**src/rtl/twowire_shifter.sv**
```systemverilog
`timescale 1ns/1ps
module twowire_shifter #(
  parameter int DIVW = 8,
  parameter logic [DIVW-1:0] DIV_RST = DIVW'(4)
) (
  input  logic       clk,
  input  logic       rst_n,
  input  logic       reg_wr,
  input  logic [1:0] reg_addr,
  input  logic [7:0] reg_wdata,
  output logic [7:0] reg_rdata,
  output logic       irq,
  output logic       scl_low,
  output logic       sda_low,
  input  logic       scl_in,
  input  logic       sda_in
);
  logic [7:0]      shreg;
  logic [DIVW-1:0] div, cnt, lim;
  logic [2:0]      bitcnt;
  logic en, clk_hi, sda_hold, flag, busy, phase_hi, rxbit, scl_s, sda_s;
  logic wr_sh, wr_ctl, wr_div, launch, last;

  assign wr_sh  = reg_wr && reg_addr == 2'd0;
  assign wr_ctl = reg_wr && reg_addr == 2'd1;
  assign wr_div = reg_wr && reg_addr == 2'd2;
  assign launch = wr_sh && en && !busy;
  assign lim    = (div == '0) ? DIVW'(1) : div;
  assign last   = cnt == lim - DIVW'(1);

  assign irq     = flag;
  assign scl_low = !(clk_hi || (busy && phase_hi));
  assign sda_low = busy ? !shreg[7] : sda_hold;

  always_comb begin
    case (reg_addr)
      2'd0:    reg_rdata = shreg;
      2'd1:    reg_rdata = {2'b00, busy, scl_s, flag, sda_hold, clk_hi, en};
      2'd2:    reg_rdata = 8'(div);
      default: reg_rdata = 8'h00;
    endcase
  end

  always_ff @(posedge clk or negedge rst_n) begin
    if (!rst_n) begin
      shreg <= '0; div <= DIV_RST; cnt <= '0; bitcnt <= '0;
      en <= 1'b0; clk_hi <= 1'b0; sda_hold <= 1'b0; flag <= 1'b0;
      busy <= 1'b0; phase_hi <= 1'b0; rxbit <= 1'b0;
      scl_s <= 1'b0; sda_s <= 1'b0;
    end else begin
      scl_s <= scl_in;
      sda_s <= sda_in;
      if (wr_ctl) begin
        en       <= reg_wdata[0];
        clk_hi   <= reg_wdata[1];
        sda_hold <= reg_wdata[2];
        if (!reg_wdata[3]) flag <= 1'b0;
      end
      if (wr_div) div <= reg_wdata[DIVW-1:0];
      if (wr_sh && !busy) shreg <= reg_wdata;
      if (launch) begin
        busy <= 1'b1; phase_hi <= 1'b0; cnt <= '0; bitcnt <= '0;
      end else if (busy && !clk_hi) begin
        if (!phase_hi) begin
          if (last) begin phase_hi <= 1'b1; cnt <= '0; end
          else cnt <= cnt + DIVW'(1);
        end else if (scl_s) begin
          if (cnt == '0) rxbit <= sda_s;
          if (last) begin
            shreg    <= {shreg[6:0], (cnt == '0) ? sda_s : rxbit};
            phase_hi <= 1'b0;
            cnt      <= '0;
            bitcnt   <= bitcnt + 3'd1;
            if (bitcnt == 3'd7) begin busy <= 1'b0; flag <= 1'b1; end
          end else cnt <= cnt + DIVW'(1);
        end
      end
    end
  end

  p_launch_r1: assert property (@(posedge clk) disable iff (!rst_n)
    launch |=> busy && !phase_hi && bitcnt == 3'd0);
  p_gated_r2: assert property (@(posedge clk) disable iff (!rst_n)
    (wr_sh && !en && !busy) |=> !busy);
  p_done_flag_r3: assert property (@(posedge clk) disable iff (!rst_n)
    $fell(busy) |-> flag && bitcnt == 3'd0);
  p_sda_steady_r3: assert property (@(posedge clk) disable iff (!rst_n)
    (busy && phase_hi && scl_s && !last && !clk_hi) |=> $stable(sda_low));
  p_freeze_r5: assert property (@(posedge clk) disable iff (!rst_n)
    (busy && clk_hi) |=> $stable(bitcnt) && $stable(phase_hi) && busy);
  p_stretch_wait_r7: assert property (@(posedge clk) disable iff (!rst_n)
    (busy && phase_hi && !scl_s && !clk_hi) |=> $stable(shreg) && $stable(bitcnt) && phase_hi);
endmodule

```
**config.mk**
```make
export PLATFORM = sky130hd
export DESIGN_NAME = twowire_shifter
export DESIGN_NICKNAME = d
export VERILOG_FILES = /design/src/rtl/twowire_shifter.sv
export SDC_FILE = /design/constraint.sdc
export NUM_CORES = 1
export LEC_CHECK = 0
export BUFFER_PORTS_ARGS = -buffer_cell sky130_fd_sc_hd__buf_4
export CAP_MARGIN = 10
export CORE_MARGIN = 3
export CORE_UTILIZATION = 40
export DETAILED_ROUTE_END_ITERATION = 6
export MAX_ROUTING_LAYER = met4
export REMOVE_ABC_BUFFERS = 1
export SYNTH_ARGS = -nofsm -noshare
export SYNTH_HDL_FRONTEND = slang
export SYNTH_SLANG_ARGS = --single-unit
```
**constraint.sdc**
```tcl
create_clock -name clk -period 6 [get_ports clk]
set_input_delay 0.3 -clock clk [delete_from_list [all_inputs] [get_ports clk]]
set_output_delay 0.3 -clock clk [all_outputs]
set_load 0.02 [all_outputs]
```
== After elaboration in Yosys (flattened, before gate mapping) ==
Cells that the tools add are included.

* Add/subtract/negate cells: 3
* Multipliers: 0
* Divide/modulo/power cells: 0
* Magnitude comparators: 0
* Equal/unequal tests: 5
* Shift-type cells: 0
* Multiplexer cells: 40
* Bitwise operators: 1
* Reductions and logical operators: 25

{| class="wikitable"
|+ Operator list
! cell !! count
|-
| 8-bit 2-to-1 mux || 12
|-
| 8-bit one-hot mux with 3 select lines || 1
|-
| 1-bit 2-to-1 mux || 22
|-
| 8-bit logical NOT || 2
|-
| 3-bit 2-to-1 mux || 5
|-
| 2-bit nonzero test || 5
|-
| 8-bit by 1-bit adder with 8-bit output (second input constant) || 1
|-
| 8-bit == test || 1
|-
| 1-bit logical AND || 8
|-
| 4-bit AND reduction || 2
|-
| 8-bit by 1-bit subtractor with 8-bit output (second input constant) || 1
|-
| 5-bit AND reduction || 1
|-
| 1-bit logical NOT || 4
|-
| 3-bit by 1-bit adder with 3-bit output (second input constant) || 1
|-
| 3-bit == test (second input constant) || 1
|-
| 3-bit by 1-bit inequality test with 1-bit output (second input constant) || 1
|-
| 2-bit by 1-bit == test with 1-bit output (second input constant) || 1
|-
| 2-bit == test (second input constant) || 1
|-
| 2-bit logical NOT || 1
|-
| 2-bit AND reduction || 1
|-
| 1-bit logical OR || 1
|-
| 1-bit NOT || 1
|}

* Bits in registers: 36
* Latch bits: 0
* Memory bits (writable): 0
* ROM bits: 0
* Output and inout port bits: 11
* Logic and storage cells: 87
* Memories kept: 0

== Longest topological paths before layout ==
* Depth in word-level cells: 9
* Mapped depth: 11
* Mapped depth without buffers: 9

== Worst setup path before layout ==
Ideal clock, no wire load.

* Kind: register to register
* Start point: register div[3]
* End point: register shreg[6]
* Arrival time: 2.404 ns
* Setup slack: 3.471 ns
* Cell stages (with the launch flop): 11
* Path buffers: 1
* Cells stage by stage: dfrtp_1 -> buf_6 -> nor4_2 -> a21oi_1 -> ha_1 -> xor2_1 -> o21ai_0 -> nor3_1 -> o2111a_2 -> nand2_4 -> mux2_4

* Longest elaborated chain between the ends: 9

{| class="wikitable"
|+ Ends and longest elaborated chain
! what !! line !! source
|-
| start: declaration || 19 || <nowiki>logic [DIVW-1:0] div, cnt, lim;</nowiki>
|-
| start signal: assignment || 59 || <nowiki>if (wr_div) div <= reg_wdata[DIVW-1:0];</nowiki>
|-
| 8-bit logical NOT || 28 || <nowiki>assign lim = (div == '0) ? DIVW'(1) : div;</nowiki>
|-
| 8-bit 2-to-1 mux * || 28 ||
|-
| 8-bit by 1-bit subtractor with 8-bit output * || 29 || <nowiki>assign last = cnt == lim - DIVW'(1);</nowiki>
|-
| 8-bit == test * || 29 ||
|-
| 8-bit 2-to-1 mux * || 69 || <nowiki>if (last) begin</nowiki>
|-
| 8-bit 2-to-1 mux * || 67 || <nowiki>end else if (scl_s) begin</nowiki>
|-
| 8-bit 2-to-1 mux * || 64 || <nowiki>if (!phase_hi) begin</nowiki>
|-
| 8-bit 2-to-1 mux * || 63 || <nowiki>end else if (busy && !clk_hi) begin</nowiki>
|-
| 8-bit 2-to-1 mux * || 61 || <nowiki>if (launch) begin</nowiki>
|-
| end signal: assignment || 60 || <nowiki>if (wr_sh && !busy) shreg <= reg_wdata;</nowiki>
|-
| end signal: assignment || 70 || <nowiki>shreg <= {shreg[6:0], (cnt == '0) ? sda_s : rxbit};</nowiki>
|-
| end: declaration || 18 || <nowiki>logic [7:0] shreg;</nowiki>
|}

Mark *: on every way between the ends. The rest lies on a longest branch, timed or not.
A chain may end at the register's enable or synchronous reset.

== Worst setup path after layout ==
* Start point: register div[3]
* End point: register cnt[4]

* Longest elaborated chain between the ends: 9

{| class="wikitable"
|+ Ends and longest elaborated chain
! what !! line !! source
|-
| 8-bit logical NOT || 28 ||
|-
| 8-bit 2-to-1 mux * || 28 ||
|-
| 8-bit by 1-bit subtractor with 8-bit output * || 29 ||
|-
| 8-bit == test * || 29 ||
|-
| 8-bit 2-to-1 mux * || 65, 69 ||
|-
| 8-bit 2-to-1 mux || 67 ||
|-
| 8-bit 2-to-1 mux * || 64 ||
|-
| 8-bit 2-to-1 mux * || 63 ||
|-
| 8-bit 2-to-1 mux * || 61 ||
|-
| end signal: assignment || 66 || <nowiki>else cnt <= cnt + DIVW'(1);</nowiki>
|-
| end signal: assignment || 75 || <nowiki>end else cnt <= cnt + DIVW'(1);</nowiki>
|-
| end: declaration || 19 ||
|}

Mark *: on every way between the ends. The rest lies on a longest branch, timed or not. The select of a mux whose other input is x is not followed.

==> flow_metrics.env <==
export IMPL_seq_area_frac_synth_pct=41.6
export IMPL_detailedPlace_worstSlack_ps=2990
export IMPL_maxClockFrequency_mhz=330
export IMPL_drc=0
export IMPL_floorplan_io_pins=26
export IMPL_core_area_mm2=0.00517
export IMPL_path_clk_slew_ps=70
export IMPL_layoutNonFillerInstCount=309
export IMPL_mappedNetlistArea_mm2=0.00217
export IMPL_end_kind="flop"
export IMPL_post_cts_hold_buffer_count=1
export IMPL_drt_wirelength_per_cell_um=16.3
export IMPL_number_of_antenna_violations_at_the_first_check_in_global_routing=0
export IMPL_timing_final_crit_share_pct=50.5
export IMPL_routed_wl_um=5050
export IMPL_dpl_cell_count=300
export IMPL_unrepaired_setup_endpoints_after_global_routing="no"
export IMPL_ys_dominant_reg_cell="sky130_fd_sc_hd__dfrtp_1"
export IMPL_ys_warnings_count=0
export IMPL_fin_nets=258
export IMPL_holdWs_ps=113
export IMPL_final_antenna_net_count=0
export IMPL_r2r_slack_ps=2970
export IMPL_number_of_buffers_between_clock_root_and_the_deepest_sink=2
export IMPL_final_setup_worst_slack_ps=2970
export IMPL_slew_violations=0
export IMPL_grt_start_max_net_pins=37
export IMPL_filler_cell_count=486
export IMPL_netlist_cell_type_count=48
export IMPL_detailedRoute_firstPassIterationCount=4
export IMPL_setup_violations_final=0
export IMPL_timing_critical_path_arrival_ps=3190
export IMPL_die_area_mm2=0.00635
export IMPL_initialDrtViolationCount=76
export IMPL_synth_ff_latch_count=36
export IMPL_crit_path_time_final_ps=3030
export IMPL_irDropWorstVdd_v=0.000209
export IMPL_post_dp_hpwl_um=3740
export IMPL_status="finished, final reports clean"
export IMPL_critPathMaxFanout=13
export IMPL_total_leakage_power_nw=1.06
export IMPL_timing_setup_tns_ps=0
export IMPL_total_power_mw=1.02
export IMPL_synthesis_area_per_instance_um2=10.1
export IMPL_insertion_delay_ps=290
export IMPL_timing_worst_setup_path_type="flop to flop"
export IMPL_timing_max_cap_violations=0
export IMPL_num_clock_sinks=36
export IMPL_cts_htree_levels=2
export IMPL_most_frequent_cells_in_the_layout="sky130_fd_sc_hd__dfrtp_1 (35), sky130_fd_sc_hd__buf_4 (26), sky130_fd_sc_hd__mux2i_1 (18), sky130_fd_sc_hd__nand2_1 (18)"
export IMPL_timing_hold_violations_final=0
export IMPL_synth_edf_count=0
export IMPL_globalRouteOverflowTotal=0
export IMPL_place_congestion=0.895
export IMPL_die_height_um=79.7
export IMPL_total_track_usage_pct=18.1
export IMPL_global_route_wire_length_before_repair_um=8600
export IMPL_antenna_cells_inserted=0
export IMPL_finClkSkew_ps=10.8
export IMPL_vias_per_cell=5.45
export IMPL_layout_cells_most_common="sky130_fd_sc_hd__dfrtp_1"
export IMPL_final_layout_size_suffix_gt1_share_pct=23.8
export IMPL_rows=26
export IMPL_worst_slew_pin_slew_ps=611
export IMPL_post_synth_inst_count=214
export IMPL_post_cts_resized=0
export IMPL_clk_root_buffer_cell="sky130_fd_sc_hd__clkbuf_8"
export IMPL_vias_in_the_first_global_route=1687
export IMPL_power_density_mw_per_mm2=404
export IMPL_post_cts_setup_buffers=0
export IMPL_crit_required_ps=6160
export IMPL_hold_class="input pin to flop"
export IMPL_cts_tree="built"
export IMPL_ys_async_sr_fraction_pct=100
export IMPL_initial_core_util_pct=42.0
export IMPL_die_w_um=79.7
export IMPL_worst_setup_path_start_kind="flop"
export IMPL_route_vias_total=1685
export IMPL_port_buffer_count=25
export IMPL_syn2layout_area_growth_pct=16.8
export IMPL_cts_buffers=5
export IMPL_worst_slew_margin_relative_to_its_limit_pct=59.2
## final cells by class
cell class	instances	area, µm²	area share [%]
clock inverter	1	30.0	1.18
sequential	36	902	35.6
multi-input combinational	162	1190	47.0
inverter	6	22.5	0.888
tap	70	87.6	3.46
clock buffer	7	96.3	3.80
timing repair buffer	27	205	8.09
## critical path, stage by stage, from the launching register on
cell and delay, ps:
sky130_fd_sc_hd__dfrtp_1 500, sky130_fd_sc_hd__nor4_2 390, sky130_fd_sc_hd__a21oi_1 150, sky130_fd_sc_hd__ha_1 320
sky130_fd_sc_hd__xor2_1 130, sky130_fd_sc_hd__o21ai_0 90, sky130_fd_sc_hd__nor3_1 330, sky130_fd_sc_hd__o2111ai_2 410
sky130_fd_sc_hd__o21ai_1 500, sky130_fd_sc_hd__nor2_1 90
## final timing paths
path                              from       end  depth (start not counted)
worst max-delay path            div[3]    cnt[4]                          9
max in group asynchronous        rst_n    div[2]                          2
worst min-delay path            sda_in     sda_s                          1
worst min register to register   rxbit     rxbit                          2
worst max register to register  div[3]    cnt[4]                          9
min in group asynchronous        rst_n  shreg[6]                          2
## stage by stage
| stage | area, µm² | util [%] |
|---|---|---|
| after floorplan | 2110 | - |
| after global placement | 2400 | 46.4 |
| after detailed placement | 2400 | 46.4 |
| after CTS | 2530 | 49.0 |
| after global routing | 2530 | 49.0 |
| final | 2530 | 49.0 |
## cells in the mapped netlist (2+ instances only)
cell / number / area [µm²]
sky130_fd_sc_hd__dfrtp_1: 35 / 876
sky130_fd_sc_hd__o2111ai_1: 3 / 26.3
sky130_fd_sc_hd__and2_1: 3 / 18.8
sky130_fd_sc_hd__o22ai_1: 2 / 12.5
sky130_fd_sc_hd__and3_1: 2 / 12.5
sky130_fd_sc_hd__ha_1: 5 / 62.6
sky130_fd_sc_hd__or3_1: 2 / 12.5
sky130_fd_sc_hd__inv_1: 6 / 22.5
sky130_fd_sc_hd__o21ai_1: 5 / 25.0
sky130_fd_sc_hd__nand3_1: 3 / 15.0
sky130_fd_sc_hd__nand2_1: 18 / 67.6
sky130_fd_sc_hd__nor3_1: 9 / 45.0
sky130_fd_sc_hd__xor2_1: 3 / 26.3
sky130_fd_sc_hd__nor2b_1: 5 / 31.3
sky130_fd_sc_hd__o21ai_0: 11 / 55.1
sky130_fd_sc_hd__xnor2_1: 9 / 78.8
sky130_fd_sc_hd__mux2i_1: 18 / 180
sky130_fd_sc_hd__nor2_1: 14 / 52.6
sky130_fd_sc_hd__buf_6: 2 / 22.5
sky130_fd_sc_hd__buf_4: 2 / 15.0
sky130_fd_sc_hd__mux2_2: 13 / 146
sky130_fd_sc_hd__a21oi_1: 14 / 70.1
sky130_fd_sc_hd__clkbuf_1: 5 / 18.8
## power by group
part           leakage [nW]  total (mW)  switching, mW  internal, mW
Sequential            0.407       0.419          0.101         0.318
Combinational         0.586       0.371          0.191         0.181
Clock                0.0645       0.234         0.0878         0.147
## registers in the layout, indices dropped and copies added (netlist names)
register and count:
bitcnt 3, busy 1, clk_hi 1, cnt 8, div 8, en 1
irq 1, phase_hi 1, rxbit 1, scl_s 1, sda_hold 1, sda_s 1
shreg 8
## cells by family after synthesis
kind of cell               synth area share [%]
AOI/OAI and AO/OA                          13.5
xor gates and xnor gates                   4.84
adders and majority gates                  2.88
buffers and inverters                      3.86
DFF                                        41.6
muxes                                      16.3
and+or+nand+nor                            17.1
## per-layer routing
metal	GRT usage, %	routed length [µm]	up-vias
met4	5.84	51	0
met2	25.9	2310	30
met1	25.8	2510	832
met5	-	0	-
met3	3.39	180	7
li1	-	-	816
(Power assumes the default switching activity.)
